[src/rtl/bseq_pkg.sv]
package bseq_pkg;
    parameter int WAIT_W = 3;
    parameter int NREG   = 4;
    parameter int LEN_W  = 2;
    localparam int REG_W = $clog2(NREG);
    localparam logic [WAIT_W-1:0] WONE = 1;

    typedef struct packed {
        logic [WAIT_W-1:0] rd_first;
        logic [WAIT_W-1:0] rd_next;
        logic [WAIT_W-1:0] wr_first;
        logic [WAIT_W-1:0] wr_next;
        logic [WAIT_W-1:0] addr_gap;
        logic              rdy_en;
        logic              bt_en;
        logic              pipe;
    } region_cfg_t;

    localparam int CFG_W = $bits(region_cfg_t);

    typedef enum logic [1:0] {ST_IDLE, ST_ADDR, ST_DATA, ST_GAP} seq_state_t;

    typedef struct packed {
        logic ads;
        logic wait_s;
        logic blast;
        logic den;
        logic dtr;
        logic done;
    } bus_ctl_t;

    function automatic logic [WAIT_W-1:0] first_wait(region_cfg_t c, logic wr);
        return wr ? c.wr_first : c.rd_first;
    endfunction

    function automatic logic [WAIT_W-1:0] next_wait(region_cfg_t c, logic wr);
        return wr ? c.wr_next : c.rd_next;
    endfunction
endpackage

[src/rtl/bseq_cfg_bank.sv]
module bseq_cfg_bank
    import bseq_pkg::*;
(
    input  logic                 clk,
    input  logic                 rst,
    input  logic                 wr_en,
    input  logic [REG_W-1:0]     wr_idx,
    input  region_cfg_t          wr_data,
    input  logic [REG_W-1:0]     rd_idx_a,
    input  logic [REG_W-1:0]     rd_idx_b,
    output region_cfg_t          cfg_a,
    output region_cfg_t          cfg_b
);
    region_cfg_t bank [NREG];

    for (genvar g = 0; g < NREG; g++) begin : g_region
        region_cfg_t slot_q;
        always_ff @(posedge clk) begin
            if (rst)
                slot_q <= '0;
            else if (wr_en && wr_idx == REG_W'(g))
                slot_q <= wr_data;
        end
        assign bank[g] = slot_q;
    end

    assign cfg_a = bank[rd_idx_a];
    assign cfg_b = bank[rd_idx_b];
endmodule

[src/rtl/bseq_core.sv]
module bseq_core
    import bseq_pkg::*;
(
    input  logic             clk,
    input  logic             rst,
    input  logic             req_valid,
    input  logic             req_write,
    input  logic [LEN_W-1:0] req_len,
    input  logic [REG_W-1:0] req_region,
    input  region_cfg_t      cfg_cur,
    input  region_cfg_t      cfg_req,
    input  logic             ready_s,
    input  logic             bterm_s,
    output logic             req_ready,
    output logic             idle,
    output logic [REG_W-1:0] cur_region,
    output bus_ctl_t         ctl_nx
);
    seq_state_t        state_q, state_d;
    logic [WAIT_W-1:0] cnt_q, cnt_d;
    logic [LEN_W-1:0]  left_q, left_d;
    logic              wr_q, wr_d;
    logic              hold_q, hold_d;
    logic [REG_W-1:0]  reg_q, reg_d;

    logic sample, use_bt, bt_hit, xfer, last, fin, pipe_ok, accept;

    always_comb begin
        sample    = (state_q == ST_DATA) && (cnt_q == '0);
        use_bt    = cfg_cur.rdy_en && cfg_cur.bt_en;
        bt_hit    = sample && use_bt && bterm_s;
        xfer      = sample && (bt_hit || !cfg_cur.rdy_en || ready_s);
        last      = (left_q == '0);
        fin       = xfer && last;
        pipe_ok   = fin && !wr_q && cfg_cur.pipe && (cfg_cur.addr_gap == '0)
                    && !req_write && cfg_req.pipe;
        req_ready = (state_q == ST_IDLE) || pipe_ok;
        accept    = req_valid && req_ready;
    end

    always_comb begin
        state_d = state_q;
        cnt_d   = cnt_q;
        left_d  = left_q;
        wr_d    = wr_q;
        hold_d  = hold_q;
        reg_d   = reg_q;
        unique case (state_q)
            ST_IDLE: if (accept) begin
                state_d = ST_ADDR;
                wr_d    = req_write;
                left_d  = req_len;
                reg_d   = req_region;
                hold_d  = 1'b0;
            end
            ST_ADDR: begin
                state_d = ST_DATA;
                cnt_d   = first_wait(cfg_cur, wr_q);
                hold_d  = 1'b0;
            end
            ST_DATA: begin
                if (cnt_q != '0) begin
                    cnt_d = cnt_q - WONE;
                end else if (xfer) begin
                    if (last) begin
                        if (accept) begin
                            state_d = ST_ADDR;
                            wr_d    = req_write;
                            left_d  = req_len;
                            reg_d   = req_region;
                            hold_d  = 1'b1;
                        end else if (cfg_cur.addr_gap != '0) begin
                            state_d = ST_GAP;
                            cnt_d   = cfg_cur.addr_gap;
                        end else begin
                            state_d = ST_IDLE;
                        end
                    end else if (bt_hit) begin
                        state_d = ST_ADDR;
                        left_d  = left_q - 1'b1;
                    end else begin
                        cnt_d  = next_wait(cfg_cur, wr_q);
                        left_d = left_q - 1'b1;
                    end
                end
            end
            ST_GAP: begin
                if (cnt_q > WONE) cnt_d = cnt_q - WONE;
                else              state_d = ST_IDLE;
            end
            default: state_d = ST_IDLE;
        endcase
    end

    always_comb begin
        ctl_nx.ads    = (state_d == ST_ADDR);
        ctl_nx.den    = (state_d == ST_DATA) || ((state_d == ST_ADDR) && hold_d);
        ctl_nx.wait_s = (state_d == ST_DATA) && (cnt_d != '0);
        ctl_nx.blast  = (state_d == ST_DATA) && (cnt_d == '0) && (left_d == '0);
        ctl_nx.dtr    = !wr_d;
        ctl_nx.done   = fin;
    end

    always_ff @(posedge clk) begin
        if (rst) begin
            state_q <= ST_IDLE;
            cnt_q   <= '0;
            left_q  <= '0;
            wr_q    <= 1'b1;
            hold_q  <= 1'b0;
            reg_q   <= '0;
        end else begin
            state_q <= state_d;
            cnt_q   <= cnt_d;
            left_q  <= left_d;
            wr_q    <= wr_d;
            hold_q  <= hold_d;
            reg_q   <= reg_d;
        end
    end

    assign idle       = (state_q == ST_IDLE);
    assign cur_region = reg_q;

    // Internal wait counter steps down by one per cycle inside a beat
    assert_wait_step_R3: assert property (@(posedge clk) disable iff (rst)
        (state_q == ST_DATA && cnt_q != '0) |=> (state_q == ST_DATA && cnt_q == $past(cnt_q) - WONE));

    // Gap runs its count exactly, regardless of READY/BTERM
    assert_gap_step_R10: assert property (@(posedge clk) disable iff (rst)
        (state_q == ST_GAP && cnt_q > WONE) |=> (state_q == ST_GAP && cnt_q == $past(cnt_q) - WONE));

    // A terminated beat with beats remaining re-enters an address cycle
    assert_bterm_readdr_R5: assert property (@(posedge clk) disable iff (rst)
        (sample && use_bt && bterm_s && left_q != '0) |=> (state_q == ST_ADDR));
endmodule

[src/rtl/burst_wait_seq.sv]
module burst_wait_seq
    import bseq_pkg::*;
(
    input  logic             clk,
    input  logic             rst,
    input  logic             cfg_wr,
    input  logic [REG_W-1:0] cfg_region,
    input  logic [CFG_W-1:0] cfg_word,
    input  logic             req_valid,
    output logic             req_ready,
    input  logic             req_write,
    input  logic [LEN_W-1:0] req_len,
    input  logic [REG_W-1:0] req_region,
    input  logic             ready_n,
    input  logic             bterm_n,
    output logic             ads_n,
    output logic             wait_n,
    output logic             blast_n,
    output logic             den_n,
    output logic             dt_r,
    output logic             done
);
    region_cfg_t      cfg_cur, cfg_req;
    logic             idle;
    logic [REG_W-1:0] cur_region;
    bus_ctl_t         ctl_nx;

    bseq_cfg_bank u_bank (
        .clk      (clk),
        .rst      (rst),
        .wr_en    (cfg_wr && idle),
        .wr_idx   (cfg_region),
        .wr_data  (region_cfg_t'(cfg_word)),
        .rd_idx_a (cur_region),
        .rd_idx_b (req_region),
        .cfg_a    (cfg_cur),
        .cfg_b    (cfg_req)
    );

    bseq_core u_core (
        .clk        (clk),
        .rst        (rst),
        .req_valid  (req_valid),
        .req_write  (req_write),
        .req_len    (req_len),
        .req_region (req_region),
        .cfg_cur    (cfg_cur),
        .cfg_req    (cfg_req),
        .ready_s    (!ready_n),
        .bterm_s    (!bterm_n),
        .req_ready  (req_ready),
        .idle       (idle),
        .cur_region (cur_region),
        .ctl_nx     (ctl_nx)
    );

    always_ff @(posedge clk) begin
        if (rst) begin
            ads_n   <= 1'b1;
            wait_n  <= 1'b1;
            blast_n <= 1'b1;
            den_n   <= 1'b1;
            dt_r    <= 1'b0;
            done    <= 1'b0;
        end else begin
            ads_n   <= !ctl_nx.ads;
            wait_n  <= !ctl_nx.wait_s;
            blast_n <= !ctl_nx.blast;
            den_n   <= !ctl_nx.den;
            dt_r    <= ctl_nx.dtr;
            done    <= ctl_nx.done;
        end
    end

    assert_wait_in_den_R6: assert property (@(posedge clk) disable iff (rst)
        !wait_n |-> !den_n);

    assert_blast_no_wait_R7: assert property (@(posedge clk) disable iff (rst)
        !blast_n |-> wait_n);

    assert_dtr_quiet_R9: assert property (@(posedge clk) disable iff (rst)
        (dt_r != $past(dt_r)) |-> (den_n && $past(den_n)));

    assert_done_pulse_R11: assert property (@(posedge clk) disable iff (rst)
        done |=> !done);

    assert_ads_single_R3: assert property (@(posedge clk) disable iff (rst)
        !ads_n |=> ads_n);
endmodule

[config.mk]
export PLATFORM = sky130hd
export DESIGN_NAME = burst_wait_seq
export DESIGN_NICKNAME = d
export VERILOG_FILES = /design/src/rtl/bseq_pkg.sv /design/src/rtl/bseq_cfg_bank.sv /design/src/rtl/bseq_core.sv /design/src/rtl/burst_wait_seq.sv
export SDC_FILE = /design/constraint.sdc
export NUM_CORES = 1
export LEC_CHECK = 0
export BUFFER_PORTS_ARGS = -buffer_cell sky130_fd_sc_hd__buf_2
export CAP_MARGIN = 30
export CORE_ASPECT_RATIO = 1.1
export CORE_MARGIN = 1.5
export CORE_UTILIZATION = 35
export CTS_CLUSTER_DIAMETER = 50
export DETAILED_ROUTE_END_ITERATION = 8
export GPL_ROUTABILITY_DRIVEN = 1
export HOLD_SLACK_MARGIN = 0.06
export PLACE_DENSITY = 0.62
export SLEW_MARGIN = 20
export SYNTH_ARGS = -nofsm -noshare
export SYNTH_HDL_FRONTEND = slang
export SYNTH_SLANG_ARGS = --single-unit
[constraint.sdc]
create_clock -name clk -period 2.6 [get_ports clk]
set_input_delay 0 -clock clk [delete_from_list [all_inputs] [get_ports clk]]
set_output_delay 0 -clock clk [all_outputs]
set_load 0.02 [all_outputs]
Yosys cells after proc, flatten, opt, wreduce, memory -nomap -nowiden --
Index checks and enable logic that the tools add are counted. W data, S select, Z words.
Word-level totals: register bits after elaboration 89, output and inout bits 7, word-level logic and storage cells 155
Operators by class: bitwise logic cells 2, muxes and demuxes 46, add/subtract/negate cells 2, magnitude comparators 3, equal/unequal tests 11, reduce and logical (&&, ||, !) cells 47
Operators with widths (count):
- $bmux W18 S2 | 2
- $mux W18 | 2
- $mux W2 | 16
- $mux W3 | 9
- $logic_and A1 B1 Y1 | 21
- $mux W1 | 11
- $eq A2 B2 Y1 const B | 5
- $logic_not A1 Y1 | 10
- $logic_not A3 Y1 | 3
- $pmux W3 S3 | 1
- $reduce_bool A3 Y1 | 3
- $logic_not A2 Y1 | 4
- $pmux W2 S2 | 2
- $pmux W2 S4 | 1
- $eq A2 B1 Y1 const B | 3
- $ge A3 B3 Y1 const B | 2
- $not A2 Y3 | 2
- $logic_or A1 B1 Y1 | 4
- $ne A2 B1 Y1 const B | 2
- $reduce_and A4 Y1 | 1
- $gt A3 B1 Y1 const B | 1
- $pmux W1 S3 | 1
- $sub A3 B1 Y3 const B | 1
- $ne A2 B2 Y1 const B | 1
- other kinds (3) | 3

Logic depth before layout (Yosys ltp) --
Gate-level depths: netlist (run 1).
depth in word-level cells 27, mapped depth 11, mapped depth without buffers 9

Modules after synthesis --
Synthesis (run 1) repeated with hierarchy kept, for this count alone.
Unflattened totals: cell total of the unflattened synthesis 469, area total of the unflattened synthesis 5114.9 um^2
By module, submodules not included:
- bseq_cfg_bank | cells each 303, sequential area each 1441.4 um^2, instances 1, area an instance 3783.6 um^2
- bseq_core | cells each 151, sequential area each 220.2 um^2, instances 1, area an instance 1159.9 um^2
- burst_wait_seq | cells each 15, sequential area each 120.1 um^2, instances 1, area an instance 171.4 um^2

Worst setup path after synthesis (run 1) --
OpenSTA, ideal clock, no wires.
path kind reg2reg, start point register u_core.reg_q[0], in the netlist u_core.cur_region[0], end point register dt_r, arrival time 2.164 ns, stages on the path, launching flop included 9, path slack 0.374 ns, cell sequence dfxtp_1 buf_6 mux4_2 or3_4 nor3b_4 nand3_2 nand2_4 mux2i_1 nor2b_4
On the way: word-level cells in the longest chain between the ends 24, elaborated cells between the ends (all ways) 26
RTL lines:
- start: declaration | RTL line bseq_core.sv:24 | logic [REG_W-1:0] reg_q, reg_d;
- start signal: assignment | RTL line bseq_core.sv:118 | reg_q <= reg_d;
- $not A2 Y3 (not written as such) (*) | RTL line bseq_cfg_bank.sv:27 | assign cfg_a = bank[rd_idx_a];
- $bmux W18 S2 (*) | RTL line bseq_cfg_bank.sv:27
- $mux W18 (not written as such) (*) (2 in series) | RTL line bseq_cfg_bank.sv:27
- $logic_and A1 B1 Y1 | RTL line bseq_core.sv:30 | use_bt = cfg_cur.rdy_en && cfg_cur.bt_en;
- $logic_and A1 B1 Y1 (2 in series) | RTL line bseq_core.sv:31 | bt_hit = sample && use_bt && bterm_s;
- $logic_or A1 B1 Y1 (2 in series) | RTL line bseq_core.sv:32 | xfer = sample && (bt_hit || !cfg_cur.rdy_en || ready_s);
- $logic_and A1 B1 Y1 | RTL line bseq_core.sv:32
- $logic_and A1 B1 Y1 | RTL line bseq_core.sv:34 | fin = xfer && last;
- [... 5 more ...]
- $logic_or A1 B1 Y1 | RTL line bseq_core.sv:37 | req_ready = (state_q == ST_IDLE) || pipe_ok;
- $logic_and A1 B1 Y1 | RTL line bseq_core.sv:38 | accept = req_valid && req_ready;
- $mux W1 | RTL line bseq_core.sv:49, bseq_core.sv:66
- $mux W1 | RTL line bseq_core.sv:65 | if (last) begin
- $mux W1 | RTL line bseq_core.sv:64 | end else if (xfer) begin
- $mux W1 | RTL line bseq_core.sv:62 | if (cnt_q != '0) begin
- $pmux W1 S2 (*) | RTL line bseq_core.sv:48 | unique case (state_q)
- $logic_not A1 Y1 (*) | RTL line bseq_core.sv:100 | ctl_nx.dtr = !wr_d;
- end signal: assignment | RTL line burst_wait_seq.sv:70 | dt_r <= ctl_nx.dtr;
- end: declaration | RTL line burst_wait_seq.sv:20 | output logic dt_r,
Every way passes the cells marked *; elsewhere a longest branch is shown, timed or not. The select of a mux whose other input is x is not followed. A chain may end at the register's enable or synchronous reset.

Final worst setup path (run 1) --
start point register u_core.wr_q, end point register blast_n
On the way: word-level cells in the longest chain between the ends 17, elaborated cells between the ends (all ways) 33
RTL lines:
- start: declaration | RTL line bseq_core.sv:22 | logic wr_q, wr_d;
- start signal: assignment | RTL line bseq_core.sv:116 | wr_q <= wr_d;
- $logic_not A1 Y1 | RTL line bseq_core.sv:35 | pipe_ok = fin && !wr_q && cfg_cur.pipe && (cfg_cur.addr_gap == '0)
- $logic_and A1 B1 Y1 (3 in series) | RTL line bseq_core.sv:35
- $logic_and A1 B1 Y1 (2 in series) | RTL line bseq_core.sv:36 | && !req_write && cfg_req.pipe;
- $logic_or A1 B1 Y1 | RTL line bseq_core.sv:37
- $logic_and A1 B1 Y1 | RTL line bseq_core.sv:38
- $mux W2 or $mux W3 (tied branches) | RTL line bseq_core.sv:66 | if (accept) begin
- $mux W2 or $mux W3 (tied branches) | RTL line bseq_core.sv:65
- $mux W2 or $mux W3 (tied branches) | RTL line bseq_core.sv:64
- $mux W2 or $mux W3 (tied branches) | RTL line bseq_core.sv:62
- $pmux W2 S4 or $pmux W3 S3 (tied branches) | RTL line bseq_core.sv:48
- $eq A2 B2 Y1 or $logic_not A3 Y1 (tied branches) | RTL line bseq_core.sv:99 | ctl_nx.blast = (state_d == ST_DATA) && (cnt_d == '0) && (left_d == '0);
- $logic_and A1 B1 Y1 | RTL line bseq_core.sv:99
- $logic_and A1 B1 Y1 (*) | RTL line bseq_core.sv:99
- $logic_not A1 Y1 (*) | RTL line burst_wait_seq.sv:68 | blast_n <= !ctl_nx.blast;
- end signal: assignment | RTL line burst_wait_seq.sv:68
- end: declaration | RTL line burst_wait_seq.sv:18 | output logic blast_n,
Every way passes the cells marked *; elsewhere a longest branch is shown, timed or not.

==> results.md, run 1 <==
- Post-detailed-route wirelength per cell: 15.10 um
- H-tree depth reported by CTS: 3
- Synthesis Warnings: 0
- Achievable frequency: 0.3985 GHz
- Initial antenna violation count: 0
- Fin cells: 707
- Clk buf depth: 2
- Vert. Die Dim: 117.3 um
- Die X: 106.9 um
- Yosys top cell by area: dfxtp_1
- Port buffer count: 37
- Ant. Diodes: 0
- Final hold viol count: 0
- TritonCTS clock tree: built
- Number of inserted filler cells in the final layout: 1,143
- Routed Wire Length: 10.68 mm
- Clock transition at path regs: 60 ps
- Main area contributors after synthesis: dfxtp_1 43%, nand2_1 15%, a21oi_1 9.3%
- Final setup slack of the worst path: 90.80 ps
- Global-route track usage on met3: 2.381%
- Minimum clock period: 2509 ps
- R2R Path End: blast_n$_SDFF_PP1_
- Drt initial violations: 193
- Reg2Reg Setup Slack: 90 ps
- Met2 usage in global routing: 30.85%
- Core region area: 0.01154 mm^2
- Cells after DPL: 669
- Power per Cell Area: 649.4 mW/mm^2
- Share of Yosys cell area claimed by the top area cell type: 42.88%
- Number of vias per cell: 5.168
- Endpoint of the most critical setup path: blast_n$_SDFF_PP1_
- Slew of the pin with the lowest slew margin: 561.1 ps
- Total number of vias: 3,654
- Final sum of negative setup slack: 0 ps
- R2R cell count: 7
- Post-CTS setup-driven buffer insertion count: 0
- Worst slew margin relative to its limit: 62.60%
- Result of the run: complete, no violations
- Nature of the critical path startpoint: flip-flop
- Global-route wire length before repair: 17.35 mm
- Crit path kind: flip-flop to flip-flop
- Area of the die: 0.01254 mm^2
- Setup clock skew after layout: 5.663 ps
- All-layer global routing usage: 17.93%
- Leakage power summed over all cells: 1.807 nW
- Hold path start: req_len[0]
- Area growth, synth to finish: 22.31%
- HPWL reported at the end of detailed placement: 7.387 mm
- Global-route congestion overflow total: 0
- Number of enable flip-flop cells after synthesis: 0
- CP peak stage delay: 660 ps
- Data required time at the worst endpoint: 2810 ps
- Busiest grt layer: met2
- Setup repair after global routing missed its margin: false
- WHS: 97.47 ps
- Sequence of cells on the critical path: mux4_2, mux2i_1, nand2_1, o21ai_0, a31oi_1, nor3_1, nand4_1
- Start of the worst register-to-register path: u_core.wr_q$_SDFF_PP1_
- Setup slack at placement: 96.01 ps
- Gate count of the mapped netlist: 497
- Highest fanout seen on the critical path: 9
- Sequential cell area fraction in the yosys report: 42.88%
- Final slew viol count: 0
- Number of design rule violations left after detail routing: 0
- Synth Net Count: 530
- Number of placement rows: 41
- Post-synth ARST share: 0%
- Clock Tree Root: clkbuf_16
- Pre-Repair DR Iteration Count: 5
- Standard cell with the maximum stage delay on the critical path: dfxtp_1
- Setup violations, final: 0
- Layout Utilization: 44.03%
- Register bit count reported by yosys: 89
- Mean cell area of the mapped netlist: 8.361 um^2
- Via count of the first global-routing pass: 3,496
- Type of the most critical hold path: input pin to flip-flop
- Critical path origin: u_core.wr_q$_SDFF_PP1_
- Final antenna-violating net count: 0
- Cts bufs inserted: 9
- Number of sinks driven by the clock tree: 89
- Effective utilization at floorplan: 36.00%
- Ports placed on the boundary: 38
- Period utilization: 96.51%
- Worst EP arrival: 2720 ps
- Worst-Skew Late Latency: 340 ps
- Element type at the critical path end: flip-flop
- Netlist area before placement: 0.004155 mm^2
- Primary FF master, synth: dfxtp_1
- Total number of nets in the final design: 585
- Layout cells sized above 1: 18.85%
- Met1 usage in global routing: 22.50%
- Max capacitance violation total: 0
- IR drop worst, VDD: 277.5 uV
- Largest net degree at the start of global routing: 36
- Gpl congestion: 0.8890
- Number of distinct library cell variants in the gate-level netlist after synthesis: 53
[placed cells by master, fill, tap and decap left out, types with 2 or more instances in the layout]
master / n
nand4b_1: 3
ha_1: 2
buf_2: 37
clkinv_4: 3
a31oi_1: 6
a32oi_1: 3
nand2_2: 2
clkbuf_8: 3
mux2i_1: 14
or2_2: 2
nand4_1: 4
dlygate4sd3_1: 22
nor3b_1: 2
nand2_1: 161
buf_12: 2
a21oi_1: 77
clkbuf_16: 9
nand2b_1: 6
buf_4: 18
nor2b_1: 4
nor2_1: 16
or3_1: 2
dfxtp_1: 88
mux4_2: 16
and3_1: 2
inv_1: 7
o21ai_0: 12
o221ai_1: 2
o211ai_1: 2
[critical path, delay by kind of cell, from the launching register on]
family,cells,cell delay [ps]
AO/OA/AOI/OAI,2,280
flip-flops,1,660
multiplexers,2,880
AND/OR/NAND/NOR,3,560
[cell families after synthesis]
| kind of cell | share of synthesized area [%] |
|---|---|
| mux | 12.68 |
| buf+inv | 4.366 |
| compound gates | 15.75 |
| fa+ha+maj | 0.6021 |
| flops | 42.88 |
| simple gates | 23.73 |
[cell type report]
| class | instances | area (um^2) | area share (%) |
|---|---|---|---|
| well taps | 150 | 187.7 | 3.693 |
| inverters | 7 | 26.28 | 0.5170 |
| flip-flops and latches | 89 | 1783 | 35.08 |
| multi-input cells | 366 | 2203 | 43.35 |
| clock inverters | 4 | 35.03 | 0.6893 |
| repair buffers | 79 | 580.6 | 11.42 |
| clock buffers | 12 | 266.5 | 5.244 |
[synth_stat cells (2+ instances only)]
master / instances
a31oi_1: 6
mux4_2: 16
dfxtp_1: 89
o211ai_1: 2
buf_2: 4
nand2_1: 161
or3_1: 2
a21oi_1: 77
o21ai_0: 12
nor2b_1: 4
a32oi_1: 3
nor2_1: 16
nor3_1: 2
and3_1: 2
clkbuf_1: 27
inv_1: 7
nor4bb_1: 2
nor3b_1: 2
ha_1: 2
nand4_1: 4
o221ai_1: 2
nand2b_1: 6
or2_2: 2
mux2i_1: 14
nand2_2: 2
nand4b_1: 3
buf_6: 2
[timing repair]
| item | 4_1_cts | 5_1_grt |
|---|---|---|
| gates resized for setup | 0 | 2 |
| setup endpoints to repair | 0 | 7 |
| hold buffers | 22 | 0 |
| endpoints found under the hold margin | 78 | 0 |
[metrics by stage]
| step | cell area [um^2] | total power, mW |
|---|---|---|
| final | 5082 | 3.301 |
| after global routing | 5082 | 3.442 |
| after CTS | 5075 | 3.327 |
| after detailed placement | 4553 | 2.038 |
| after global placement | 4533 | 2.023 |
| after floorplan | 4155 | 1.861 |
[sequential cells by signal, summed over array words and instances, names as in the netlist, 2 cells and up]
signal / flops
u_bank.bank: 72
u_core.cur_region: 2
u_core.state_q: 2
u_core.cnt_q: 3
u_core.left_q: 2
[layer usage]
metal  part of all wire [%]  vias up
li1                       -     1825
met1                     44     1715
met2                     50       92
met4                    2.6        0
met3                    3.3       22
met5                      0        -
[how the worst min path moves through the flow]
stage                                               to  slack, ps  cells after the start
after floorplan           u_core.state_q[0]$_SDFF_PP0_         90                      1
after global placement     u_bank.bank[6]$_SDFFE_PP0P_        280                      3
after detailed placement  u_bank.bank[65]$_SDFFE_PP0P_        280                      3
after CTS                           blast_n$_SDFF_PP1_         90                      4
after global routing                blast_n$_SDFF_PP1_        120                      4
final                               blast_n$_SDFF_PP1_        100                      4
[power by group]
group / internal, mW / total, mW / switching [mW] / leakage [nW]
logic: 0.243 / 0.552 / 0.309 / 0.934
registers: 1.43 / 1.49 / 0.0570 / 0.723
clock network: 0.734 / 1.26 / 0.530 / 0.149
total: 2.41 / 3.30 / 0.896 / 1.81
No activity file was read; power rests on OpenSTA's default activity.
==> inputs of run 2 (changes only) <==
--- a/config.mk
+++ b/config.mk
@@ -5,16 +5,17 @@
 export SDC_FILE = /design/constraint.sdc
 export NUM_CORES = 1
 export LEC_CHECK = 0
-export BUFFER_PORTS_ARGS = -buffer_cell sky130_fd_sc_hd__buf_2
 export CAP_MARGIN = 30
 export CORE_ASPECT_RATIO = 1.1
 export CORE_MARGIN = 1.5
 export CORE_UTILIZATION = 35
 export CTS_CLUSTER_DIAMETER = 50
+export CTS_CLUSTER_SIZE = 20
 export DETAILED_ROUTE_END_ITERATION = 8
+export DONT_BUFFER_PORTS = 1
 export GPL_ROUTABILITY_DRIVEN = 1
 export HOLD_SLACK_MARGIN = 0.06
-export PLACE_DENSITY = 0.62
+export PLACE_DENSITY = 0.59
 export SLEW_MARGIN = 20
 export SYNTH_ARGS = -nofsm -noshare
 export SYNTH_HDL_FRONTEND = slang
==> run 2 against run 1 <==
  * Die area stayed put
  * Sequential share of layout area is 0.88 points higher
  * Clock-buffer cell count is 3 lower
  * Clock skew is 1.1 ps higher
  * Combinational power is 5.1% lower
  * Largest cell class unchanged
  * Largest power group unchanged
==> results.md, run 2 (synthesis results as in run 1) <==
- Port buffer count: 0 (-100%)
- Slew of the pin with the lowest slew margin: 487.3 ps (-73.73 ps)
- Max capacitance violation total: 0 (unchanged)
- Via count of the first global-routing pass: 3,480 (-0.46%)
- Clock transition at path regs: 70 ps (about the same)
- Cts bufs inserted: 9 (unchanged)
- Setup repair after global routing missed its margin: false
- Initial antenna violation count: 0 (unchanged)
- Achievable frequency: 0.4160 GHz (+4.4%)
- Leading cell type in the layout, fill and taps excluded: nand2_1
- Setup violations, final: 0 (unchanged)
- Number of sinks driven by the clock tree: 89 (unchanged)
- Period utilization: 92.46% (-4.0 points)
- Number of vias per cell: 5.307 (+2.7%)
- Element type at the critical path end: flip-flop
- Min-Delay Path Depth: 3 (-1)
- Combined area of the multi-input logic cells: 0.002217 mm^2 (+0.62%)
- Final setup slack of the worst path: 196.0 ps (+105.2 ps)
- Crit path kind: flip-flop to flip-flop
- Minimum clock period: 2404 ps (-105.2 ps)
- Final slew viol count: 0 (unchanged)
- Final hold viol count: 0 (unchanged)
- All-layer global routing usage: 18.42% (+0.48 points)
- Core region area: 0.01154 mm^2 (unchanged)
- Die X: 106.9 um (unchanged)
- Ports placed on the boundary: 38 (unchanged)
- TritonCTS clock tree: built
- Total number of vias: 3,582 (-2.0%)
- Largest net degree at the start of global routing: 87 (+140%)
- Placed cell area: 0.004343 mm^2 (-4.6%)
- Power per Cell Area: 675.2 mW/mm^2 (+4.0%)
- R2R Path End: wait_n$_SDFF_PP1_
- Clock Tree Root: clkbuf_16
- Area growth, synth to finish: 19.39%
- Worst slew margin relative to its limit: 67.47% (+4.9 points)
- Flip-flop count of the largest register after layout: 72 (unchanged)
- Leakage power summed over all cells: 1.693 nW (-6.3%)
- R2R cell count: 7 (unchanged)
- Global-route congestion overflow total: 0 (unchanged)
- HPWL reported at the end of detailed placement: 7.343 mm (-0.60%)
- Post-CTS setup-driven buffer insertion count: 0 (unchanged)
- Area of the die: 0.01254 mm^2 (unchanged)
- Pre-Repair DR Iteration Count: 5 (unchanged)
- Result of the run: complete, no violations
- Register cell area after layout: 0.001784 mm^2 (about the same)
- Routed Wire Length: 11.00 mm (+3.0%)
- Final antenna-violating net count: 0 (unchanged)
- Reg2Reg Setup Slack: 200 ps (+110 ps)
- Type of the most critical hold path: input pin to flip-flop
- Highest fanout seen on the critical path: 8 (-1)
- Data required time at the worst endpoint: 2820 ps (about the same)
- Total number of nets in the final design: 553 (-5.5%)
- IR drop worst, VDD: 380.9 uV (+37%)
- Endpoint of the most critical setup path: wait_n$_SDFF_PP1_
- Nature of the critical path startpoint: flip-flop
- Layout cells sized above 1: 13.52% (-5.3 points)
- Number of inserted filler cells in the final layout: 1,150 (+0.61%)
- Vert. Die Dim: 117.3 um (unchanged)
- Setup slack at placement: 73.51 ps (-22.50 ps)
- Worst EP arrival: 2620 ps (-100 ps)
- Critical path origin: u_core.cur_region[1]$_SDFFE_PP0P_
- Effective utilization at floorplan: 36.00% (unchanged)
- Post-detailed-route wirelength per cell: 16.29 um (+7.9%)
- Start of the worst register-to-register path: u_core.cur_region[1]$_SDFFE_PP0P_
- Commonest non-fill, non-tap cells in the layout: 161 x nand2_1, 87 x dfxtp_1, 77 x a21oi_1
- Final sum of negative setup slack: 0 ps (unchanged)
- Setup clock skew after layout: 6.802 ps (+1.139 ps)
- Worst-Skew Late Latency: 330 ps (about the same)
- H-tree depth reported by CTS: 3 (unchanged)
- Ant. Diodes: 0 (unchanged)
- Global-route wire length before repair: 18.07 mm (+4.2%)
- Number of design rule violations left after detail routing: 0 (unchanged)
- Number of placement rows: 41 (unchanged)
- Gpl congestion: 0.8594 (-3.3%)
- Drt initial violations: 380 (+97%)
- Final non-filler cell area: 0.004961 mm^2 (-2.4%)
- Clk buf depth: 2 (unchanged)
[run 2: changes by cell type in the layout (fill, tap and decap cells not counted), sizes merged]
cell         change
clkbuf           -3
buf             -36
clkinv           -3
dlygate4sd3      +4
bufinv           +1
inv              +3
clkinvlp         +2
[run 2: through the flow]
step	std cells	power, mW	hold WS [ps]	util, %
6_report	675	3.350	75.30	42.98
5_1_grt	675	3.492	96.49	42.98
4_1_cts	675	3.360	68.61	42.79
3_5_place_dp	632	1.964	81.01	37.63
3_3_place_gp	632	1.952	83.63	37.63
2_1_floorplan	497	1.861	92.71	-
[run 2: how the worst min path moves through the flow]
stage / slack, ps / start / endpoint
after floorplan: 90 / rst / u_core.state_q[0]$_SDFF_PP0_
after global placement: 80 / rst / u_core.cnt_q[1]$_SDFF_PP0_
after CTS: 70 / ready_n / done$_SDFF_PP0_
after global routing: 100 / cfg_region[0] / u_bank.bank[62]$_SDFFE_PP0P_
final: 80 / ready_n / done$_SDFF_PP0_
after detailed placement: 80 / rst / dt_r$_SDFF_PP0_
[run 2: power breakdown]
part | switching [mW] | total [mW] | leakage [nW] | internal (mW)
registers | 0.0688 | 1.50 | 0.723 | 1.43
clock network | 0.566 | 1.33 | 0.145 | 0.762
logic | 0.295 | 0.524 | 0.825 | 0.229
total | 0.930 | 3.35 | 1.69 | 2.42
[run 2: area by class of cell]
type | count | area share [%]
multi-input cells | 366 | 44.69
clock buffers | 9 | 4.540
flip-flops and latches | 89 | 35.96
well taps | 150 | 3.783
repair buffers | 47 | 8.827
clock inverters | 7 | 1.665
inverters | 7 | 0.5296
[run 2: repair_timing]
action / in CTS / in global routing
hold buffers: 27 / 0
setup endpoints to repair: 0 / 4
gates resized for setup: 0 / 5
hold endpoints to repair: 89 / 0
[run 2: critical path: stages (launching register included)]
cell	delay (ps)
dfxtp_1	550
buf_4	240
mux4_2	560
a32oi_1	270
a22oi_1	110
a32oi_1	310
nor3_2	100
nand2b_1	140
[run 2: metal layers]
layer / global-route usage [%] / part of all wire [%] / vias to the layer above
met5: 0 / 0 / -
met4: 4.711 / 1.2 / 0
met3: 2.879 / 5.0 / 14
met2: 30.73 / 49 / 101
met1: 25.05 / 45 / 1706
li1: - / - / 1761
